**config.mk**
```make
export PLATFORM = sky130hd
export DESIGN_NAME = xpoint_switch
export DESIGN_NICKNAME = d
export VERILOG_FILES = /design/src/rtl/xpoint_switch.sv
export SDC_FILE = /design/constraint.sdc
export NUM_CORES = 1
export LEC_CHECK = 0
export BUFFER_PORTS_ARGS = -buffer_cell sky130_fd_sc_hd__clkbuf_2
export CAP_MARGIN = 15
export CORE_MARGIN = 2
export CORE_UTILIZATION = 49
export CTS_CLUSTER_SIZE = 8
export DETAILED_ROUTE_END_ITERATION = 6
export GPL_ROUTABILITY_DRIVEN = 1
export PLACE_DENSITY = 0.77
export SYNTH_ARGS = -nofsm -noshare
export SYNTH_HDL_FRONTEND = slang
export SYNTH_SLANG_ARGS = --single-unit
```
**constraint.sdc**
```tcl
create_clock -name clk -period 2.4 [get_ports clk]
set_clock_uncertainty 0.05 [all_clocks]
set_input_delay 0.24 -clock clk [delete_from_list [all_inputs] [get_ports clk]]
set_output_delay 0.24 -clock clk [all_outputs]
set_load 0.02 [all_outputs]
```
**src/rtl/xpoint_switch.sv**
```systemverilog
module xpoint_switch #(
  parameter int N_PORTS = 16,
  localparam int SEL_W = $clog2(N_PORTS)
) (
  input  logic                       clk,
  input  logic                       rst_pat,
  input  logic                       commit,
  input  logic                       load,
  input  logic [SEL_W-1:0]           out_addr,
  input  logic [SEL_W-1:0]           in_addr,
  input  logic [N_PORTS-1:0]         din,
  output logic [N_PORTS-1:0]         dout,
  output logic [N_PORTS*SEL_W-1:0]   active_sel
);

  logic [SEL_W-1:0] prog_q [N_PORTS];
  logic [SEL_W-1:0] act_q  [N_PORTS];

  always_ff @(posedge clk) begin
    for (int i = 0; i < N_PORTS; i++) begin
      if (rst_pat) begin
        prog_q[i] <= commit ? SEL_W'(i) : '0;
        act_q[i]  <= commit ? SEL_W'(i) : '0;
      end else begin
        if (load && out_addr == SEL_W'(i)) prog_q[i] <= in_addr;
        if (commit) act_q[i] <= prog_q[i];
      end
    end
  end

  logic [N_PORTS*SEL_W-1:0] prog_flat;

  for (genvar g = 0; g < N_PORTS; g++) begin : g_lane
    assign dout[g] = din[act_q[g]];
    assign active_sel[g*SEL_W +: SEL_W] = act_q[g];
    assign prog_flat[g*SEL_W +: SEL_W]  = prog_q[g];
  end

  bit seen_rst = 1'b0;
  always_ff @(posedge clk) if (rst_pat) seen_rst <= 1'b1;

  // active bank holds unless committed
  a_r5_hold: assert property (@(posedge clk) disable iff (rst_pat)
    seen_rst && !commit |=> active_sel == $past(active_sel));

  // commit copies the pre-edge program bank
  a_r10_commit: assert property (@(posedge clk) disable iff (rst_pat)
    seen_rst && commit |=> active_sel == $past(prog_flat));

  // the addressed entry takes the input address
  a_r3_load: assert property (@(posedge clk) disable iff (rst_pat)
    seen_rst && load |=> prog_q[$past(out_addr)] == $past(in_addr));

  // broadcast pattern in both banks, load ignored
  a_r6_broadcast: assert property (@(posedge clk)
    rst_pat && !commit |=> active_sel == '0 && prog_flat == '0);

  // pass-through pattern lands in both banks together
  a_r7_identity: assert property (@(posedge clk)
    rst_pat && commit |=> active_sel == prog_flat && active_sel[SEL_W +: SEL_W] == SEL_W'(1));

endmodule

```
==> results.cfg, run 1 <==
[synth]
ys_seq_elements = 128
ys.warnings.count = 0
synth-edff-count = 128
syn-cell-area_um2 = 7240
ys_types = 30
synth_ff_type = edfxtp_1
yosysTopAreaCell = edfxtp_1
seq_area_frac_synth_pct = 53.1
ys_async_sr_fraction_pct = 0
avgSynthCellArea_um2 = 15.6
synth_cells = 463
synth_nets = 491
synth.area.top_cells = edfxtp_1, mux4_2, mux2i_1
yosys.area.top_type_share_pct = 53.1

[clocking]
ctsLongestPathBuffers = 2
cts_resized = 0
ctsHtreeMaxLevel = 4
clkTransAtPathRegs_ns = 0.06
cts_tree = done
numCtsBuffers = 17
clock_sinks = 128
cts_setup_buffers = 0
root_buffer = clkbuf_16
clk_latency_ns = 0.41
ctsHoldBuffers = 0

[pwr]
pwr-share-clk_pct = 39.9
p_per_area_nw_per_um2 = 756
p_int_mw = 4.75
combinationalPowerShare_pct = 15.9
p_sw_share_pct = 26.0
power_mw = 6.42
peakVddDrop_mv = 0.531
switching_power_mw = 1.67
p_leak_nw = 3.16
seq_power_share_pct = 44.2

[floorplan]
coreArea_um2 = 14500
die_w_um = 126
io_pins = 108
die-area_um2 = 15800
die_h_um = 126
initial_utilization_pct = 50.0
row_count = 44

[critical_path]
r2r-start = prog_q[1][4]$_DFFE_PP_
path_depth = 4
cp_cell_sequence = mux4_2 -> mux2i_1 -> mux2i_1 -> clkbuf_2
r2r_cells = 1
crit_arrival_ns = 1.93
rrSetupSlack_ns = 1.48
r2r-end = act_q[9][0]$_DFFE_PP_
required_ns = 2.11
crit_fanout = 5
crit_type = reg2out
cp-end-kind = output port
crit_path_start_kind = flip-flop
slowest_delay_ns = 0.55
crit_buf_inv = 1
cpMostUsedCell = mux2i_1
cp_slowest_cell = mux4_2
path_delay_family = multiplexers

[worst_hold_path]
min_path_cells = 3
min-delay-start = out_addr[0]
min_path_type = in2reg
hold_end = prog_q[1][30]$_DFFE_PP_

[grt]
grt_pass1_wl_um = 27700
grt_max_degree = 65
antenna_found_initial = 0
grt_pass1_vias = 4858
overflow = 0
track_usage_pct = 23.0

[drt]
dr.pass1.iters = 5
wl_per_cell_um = 23.6
drt_iter0_drc = 535
vias = 4734
wirelength_um = 17700
avgViaCountPerCell = 6.31
antenna_left = 0
drc_errors = 0

[final_layout]
area_growth_pct = 17.3
final_cell_mix = edfxtp_1, clkbuf_2, mux4_2, and2_1, mux2i_1
nets = 581
layout_commonest_cell = edfxtp_1
drive_gt1_share_pct = 42.4
antenna_cells = 0

[placed_design]
port_buffers = 107
dp_slack_ns = 0.587
routabilityCongestion = 0.880
place.detailed.hpwl_um = 11800

[sta]
finalSetupViolCount = 0
hold_viol = 0
period_needed_ns = 2.22
worst_slack_ns = 0.185
rsz0062_at_grt = no
worst_pin_slew_ns = 0.649
post-route-period-util_pct = 92.3
final_max_slew_viol_count = 0
fin_setup_tns_ns = 0
fmax_ghz = 0.451
slew_headroom_pct = 56.7

[status]
status = finished, final reports clean

[run]
drv_cap = 0
synth_stat cells, drive strengths merged, types with 2 or more instances:
master	count
edfxtp	128
o21a	32
and2	62
and3	2
nand2b	2
mux2	28
or2	2
nand4bb	2
mux2i	48
nand4	4
nand2	5
o21bai	12
buf	4
mux4	64
nor2	16
a21o	3
nand3b	2
clkbuf	37
inv	2
layer usage:
layer | wire length, µm | global-route usage, % | up-vias
li1 | - | - | 2021
met1 | 7110 | 30.7 | 2409
met2 | 8740 | 36.5 | 256
met3 | 1450 | 4.88 | 48
met4 | 424 | 10.5 | 0
met5 | 0 | 0 | -
sequential cells by signal, summed over array words and instances (netlist names):
name and count:
prog_q 64, act_q 64
cell families after synthesis:
kind of cell | Yosys count | synth area share, %
buffers and inverters | 43 | 2.28
multiplexers | 140 | 30.9
flip-flops | 128 | 53.1
AND/OR/NAND/NOR | 103 | 8.64
AO/OA/AOI/OAI | 49 | 5.06
final cells by class:
class,count,area (µm²)
sequential,128,3840
timing repair buffer,112,586
inverter,2,7.51
clock buffer,18,429
tap,184,230
fill,1083,5990
clock inverter,14,166
multi-input combinational,292,3230
worst max path at each step:
stage | to | startpoint
2_1_floorplan | act_q[0][0]$_SDFFCE_PN0P_ | commit
3_3_place_gp | prog_q[0][9]$_DFFE_PP_ | out_addr[3]
3_5_place_dp | prog_q[0][13]$_DFFE_PP_ | out_addr[3]
4_1_cts | dout[3] | act_q[3][0]$_DFFE_PP_
5_1_grt | dout[7] | act_q[7][0]$_DFFE_PP_
6_report | dout[3] | act_q[3][0]$_DFFE_PP_
power by group through the flow:
stage	Clock, mW	Sequential, mW	Combinational (mW)
after detailed placement	0	2.88	1.01
after CTS	2.59	2.84	1.02
after global placement	0	2.86	0.986
after floorplan	0	2.93	0.608
after global routing	2.68	2.86	1.08
final	2.56	2.84	1.02
metrics by stage:
step / cell area (µm²) / hold WS (ns) / utilization (%) / instances
3_5_place_dp: 7900 / 0.458 / 54.5 / 718
5_1_grt: 8490 / 0.279 / 58.7 / 750
6_report: 8490 / 0.251 / 58.7 / 750
4_1_cts: 8490 / 0.221 / 58.7 / 750
3_3_place_gp: 7900 / 0.457 / 54.5 / 718
2_1_floorplan: 7240 / 0.394 / - / 463
Note: power is estimated with default switching activity, not from simulation.
==> run 2, diff against run 1 <==
Settings changed: ABC_AREA set to 1, CORE_ASPECT_RATIO set to 1.25.
==> run 2 against run 1 <==
Compared with the run above: the flow now finishes with violations (design-rule violations); first-iteration DRC count up 61%; sequential power about the same; synthesized cell count is 120% higher; via count up 53%; total power fell by 3.3%; utilization shrank 1.5 points; register-to-register slack better by 0.03 ns; non-clock buffer count up 1; critical path depth is 3 higher; fmax increased by 5.2%; synthesized area grew 5.7%; combinational power increased by 7%; critical path type unchanged.
==> results.cfg, run 2 <==
[pwr]
power_mw = 6.21
p_leak_nw = 4.13
peakVddDrop_mv = 0.321
p_per_area_nw_per_um2 = 704

[clocking]
cts_tree = done
clk_latency_ns = 0.41
clock_sinks = 128
ctsHtreeMaxLevel = 4
root_buffer = clkbuf_16
cts_resized = 0
ctsLongestPathBuffers = 2
numCtsBuffers = 17
clkTransAtPathRegs_ns = 0.06
cts_setup_buffers = 0
ctsHoldBuffers = 0

[synth]
synth.area.top_cells = edfxtp_1, nand2_1, nand3_1
ys.warnings.count = 0
synth_ff_type = edfxtp_1
ys_types = 13
yosys.area.top_type_share_pct = 50.2
synth_nets = 1060
synth_cells = 1032
ys_async_sr_fraction_pct = 0
synth.most_common_cell = nand2_1
synth_common_cells = nand2_1, nand3_1, nor2_1, edfxtp_1, inv_1
ys_seq_elements = 128
syn-cell-area_um2 = 7650
avgSynthCellArea_um2 = 7.41
synth-edff-count = 128
seq_area_frac_synth_pct = 50.2
yosysTopAreaCell = edfxtp_1

[placed_design]
place.detailed.hpwl_um = 13900
port_buffers = 107
routabilityCongestion = 0.933
placed_area_um2 = 8280

[grt]
grt_max_degree = 65
grt_pass1_vias = 6455
grt_pass1_wl_um = 32200
overflow = 0
antenna_found_initial = 0
track_usage_pct = 24.8

[critical_path]
crit_fanout = 10
crit_arrival_ns = 1.82
crit_start = act_q[5][0]$_DFFE_PP_
path_delay_family = flip-flops
cp_slowest_cell = edfxtp_1
rrSetupSlack_ns = 1.51
cp-end-kind = output port
r2r_cells = 2
slowest_delay_ns = 0.57
r2r-start = prog_q[1][22]$_DFFE_PP_
cpMostUsedCell = nand3_1
crit_type = reg2out
r2r-end = act_q[13][2]$_DFFE_PP_
crit_path_start_kind = flip-flop
required_ns = 2.11
crit_buf_inv = 2
cp_cell_sequence = inv_1 -> nand2_1 -> nand3_1 -> nand3_1 -> nand3_1 -> nand2_1 -> clkbuf_2

[floorplan]
coreArea_um2 = 15400
initial_utilization_pct = 49.5
die_w_um = 116
io_pins = 108
die-area_um2 = 16600
die_h_um = 144
row_count = 51

[drt]
avgViaCountPerCell = 5.41
wirelength_um = 20300
antenna_left = 0
vias = 7236
drc_errors = 1
wl_per_cell_um = 15.2
drt_iter0_drc = 859
dr.pass1.iters = 7

[final_layout]
n_fill_cell = 1398
ff_latch_area_um2 = 3840
drive_gt1_share_pct = 13.1
antenna_cells = 0
design_area_um2 = 8820
multi_input_area_um2 = 3110
final_cell_mix = nand2_1, nand3_1, nor2_1, edfxtp_1, inv_1
area_growth_pct = 15.3
top_regs = act_q (64), prog_q (64)
layout_commonest_cell = nand2_1
nets = 1140

[sta]
worst_pin_slew_ns = 0.751
post-route-period-util_pct = 87.7
fin_setup_tns_ns = 0
fmax_ghz = 0.475
period_needed_ns = 2.11
finalSetupViolCount = 0
hold_viol = 0
slew_headroom_pct = 49.9
rsz0062_at_grt = no
final_max_slew_viol_count = 0

[worst_hold_path]
hold_end = prog_q[0][1]$_SDFFCE_PN0P_
min_path_type = in2reg
min-delay-start = out_addr[2]
min_path_cells = 4

[run]
drv_cap = 0

[status]
status = finished with violations
violations = design-rule violations
-- run 2: worst reg2reg max path, cell delays in order (launching register included) --
cell      delay [ns]
edfxtp_1        0.40
nor2_1          0.13
nor2_1          0.05
-- run 2: final cells by class --
class	count	share of cell area [%]
Clock inverter	14	1.25
Sequential cell	128	43.6
Timing Repair Buffer	113	6.72
Multi-Input combinational cell	727	35.3
Inverter	125	5.32
Clock buffer	18	4.86
Tap cell	212	3.01
-- run 2: worst max-delay path by stage --
stage,cells after the start,to
floorplan,5,act_q[0][0]$_SDFFCE_PN0P_
global placement,5,prog_q[1][23]$_DFFE_PP_
detailed placement,5,prog_q[1][8]$_SDFFCE_PN0P_
CTS,7,dout[13]
global route,7,dout[5]
finish,7,dout[5]
-- run 2: per-layer routing --
| layer | track usage [%] | wire (µm) | vias to the layer above | part of all wire (%) |
|---|---|---|---|---|
| met5 | 0 | 0 | - | 0 |
| met4 | 10.5 | 503 | 0 | 2.5 |
| met3 | 4.18 | 1730 | 47 | 8.5 |
| met2 | 41.3 | 10000 | 398 | 49 |
| met1 | 32.1 | 8070 | 3279 | 40 |
| li1 | - | - | 3512 | - |
-- run 2: where the power goes --
| group | switching (mW) | internal (mW) | leakage (nW) | total, mW |
|---|---|---|---|---|
| logic | 0.747 | 0.342 | 2.56 | 1.09 |
| registers | 0.177 | 2.66 | 1.31 | 2.83 |
| clock network | 0.956 | 1.33 | 0.255 | 2.29 |
| total | 1.88 | 4.33 | 4.13 | 6.21 |
-- run 2: logic make-up (layout without fill, tap and decap cells) --
logic type,count (synthesis),in the layout,synth area share (%)
flip-flops,128,128,50.2
AND/OR/NAND/NOR,689,689,38.2
AO/OA/AOI/OAI,38,38,2.49
buffers and inverters,177,270,9.11
-- run 2: metrics by stage --
step	worst slack, ns	util [%]	hold slack, ns	instances
2_1_floorplan	0.316	-	0.458	1032
3_3_place_gp	0.635	53.6	0.467	1305
3_5_place_dp	0.581	53.6	0.471	1305
4_1_cts	0.327	57.1	0.317	1337
5_1_grt	0.134	57.1	0.333	1337
6_report	0.294	57.1	0.325	1337
==> run 3, diff against run 2 <==
Settings changed: ABC_AREA 1 to not set.
==> run 3 against run 2 <==
Compared with the run above: total power rose by 0.80%; register-to-register slack got worse by 0.02 ns; critical path depth fell by 3; cell count fell by 44%; hold slack got worse by 0.090 ns; clock power rose by 5%; highest routed layer unchanged; utilization rose by 1.5 points; the run now ends clean.
==> results.cfg, run 3 (synthesis results as in run 1) <==
[status]
status = finished, final reports clean

[drt]
wirelength_um = 17500
drc_errors = 0
dr.pass1.iters = 5
avgViaCountPerCell = 6.28
antenna_left = 0
wl_per_cell_um = 23.5
drt_iter0_drc = 505
vias = 4663

[clocking]
ctsHtreeMaxLevel = 4
numCtsBuffers = 17
ctsHoldBuffers = 0
cts_tree = done
clock_sinks = 128
clkTransAtPathRegs_ns = 0.06
cts_setup_buffers = 0
cts_resized = 0
clk_latency_ns = 0.42
root_buffer = clkbuf_16
ctsLongestPathBuffers = 2

[critical_path]
cp_slowest_cell = mux4_2
r2r-start = prog_q[0][18]$_DFFE_PP_
required_ns = 2.11
crit_start = act_q[12][0]$_SDFFCE_PN0P_
crit_path_start_kind = flip-flop
crit_type = reg2out
cp-end-kind = output port
cpMostUsedCell = mux2i_1
crit_fanout = 5
slowest_delay_ns = 0.55
cp_cell_sequence = mux4_2 -> mux2i_1 -> mux2i_1 -> clkbuf_2
crit_arrival_ns = 1.91

[pwr]
p_per_area_nw_per_um2 = 741
p_int_mw = 4.56
pwr-share-clk_pct = 38.5
switching_power_mw = 1.70
combinationalPowerShare_pct = 16.3
p_sw_share_pct = 27.2
p_leak_nw = 3.15
seq_power_share_pct = 45.2
peakVddDrop_mv = 0.376

[placed_design]
port_buffers = 107
placed_cells = 711
place.detailed.hpwl_um = 11900
routabilityCongestion = 0.811

[grt]
grt_pass1_vias = 4822
grt_pass1_wl_um = 27200
antenna_found_initial = 0
grt_max_degree = 65
overflow = 0
track_usage_pct = 22.7

[floorplan]
initial_utilization_pct = 50.2
coreArea_um2 = 14400
row_count = 49
die-area_um2 = 15800
die_h_um = 140
die_w_um = 113
io_pins = 108

[run]
drv_cap = 0

[sta]
fmax_ghz = 0.456
fin_setup_tns_ns = 0
final_max_slew_viol_count = 0
slew_headroom_pct = 43.8
hold_viol = 0
finalSetupViolCount = 0
period_needed_ns = 2.20
worst_pin_slew_ns = 0.841
rsz0062_at_grt = no
post-route-period-util_pct = 91.5

[final_layout]
final-instance-count-excl-fill = 743
drive_gt1_share_pct = 42.1
area_growth_pct = 16.7
layout_commonest_cell = edfxtp_1
nets = 580
final_cell_mix = edfxtp_1, clkbuf_2, mux4_2, and2_1, mux2i_1
antenna_cells = 0
final_util_pct = 58.6
top_regs = act_q (64), prog_q (64)

[worst_hold_path]
min_path_type = in2reg
min-delay-start = out_addr[0]
## run 3: worst paths after layout
path	to	slack [ns]	cells past startpoint
max	dout[12]	0.20	4
min	prog_q[1][31]$_DFFE_PP_	0.23	3
max reg2reg	act_q[4][2]$_DFFE_PP_	1.49	1
min reg2reg	act_q[1][3]$_SDFFCE_PN0P_	0.46	1
## run 3: metrics by stage
step / cell area (µm²) / power (mW) / setup WS (ns) / hold slack, ns
floorplan: 7240 / 3.54 / 0.375 / 0.394
global placement: 7880 / 3.85 / 0.577 / 0.459
detailed placement: 7880 / 3.89 / 0.510 / 0.457
CTS: 8440 / 6.28 / 0.187 / 0.227
global route: 8440 / 6.46 / 0.0726 / 0.254
finish: 8440 / 6.26 / 0.205 / 0.234
## run 3: final cells by class
type,instances,area [µm²]
well taps,178,223
fillers,1074,5960
inverters,2,7.51
multi-input cells,292,3230
flip-flops and latches,128,3840
clock buffers,17,425
clock inverters,15,138
repair buffers,111,578
## run 3: metal layers
metal | part of all wire (%) | GRT usage (%)
met1 | 38 | 28.8
met2 | 52 | 37.7
met3 | 8.2 | 5.62
met4 | 2.4 | 8.99
met5 | 0 | 0
## run 3: worst max-delay path: cells and delay by family (launching register included)
kind | cells | cell delay (ns)
buffers and inverters | 1 | 0.16
DFF | 1 | 0.51
muxes | 3 | 0.81
## run 3: power by group through the flow
| stage | combinational [mW] | clock [mW] | sequential [mW] |
|---|---|---|---|
| floorplan | 0.608 | 0 | 2.93 |
| global placement | 0.988 | 0 | 2.86 |
| detailed placement | 1.02 | 0 | 2.87 |
| CTS | 1.02 | 2.43 | 2.83 |
| global route | 1.08 | 2.53 | 2.85 |
| finish | 1.02 | 2.41 | 2.83 |
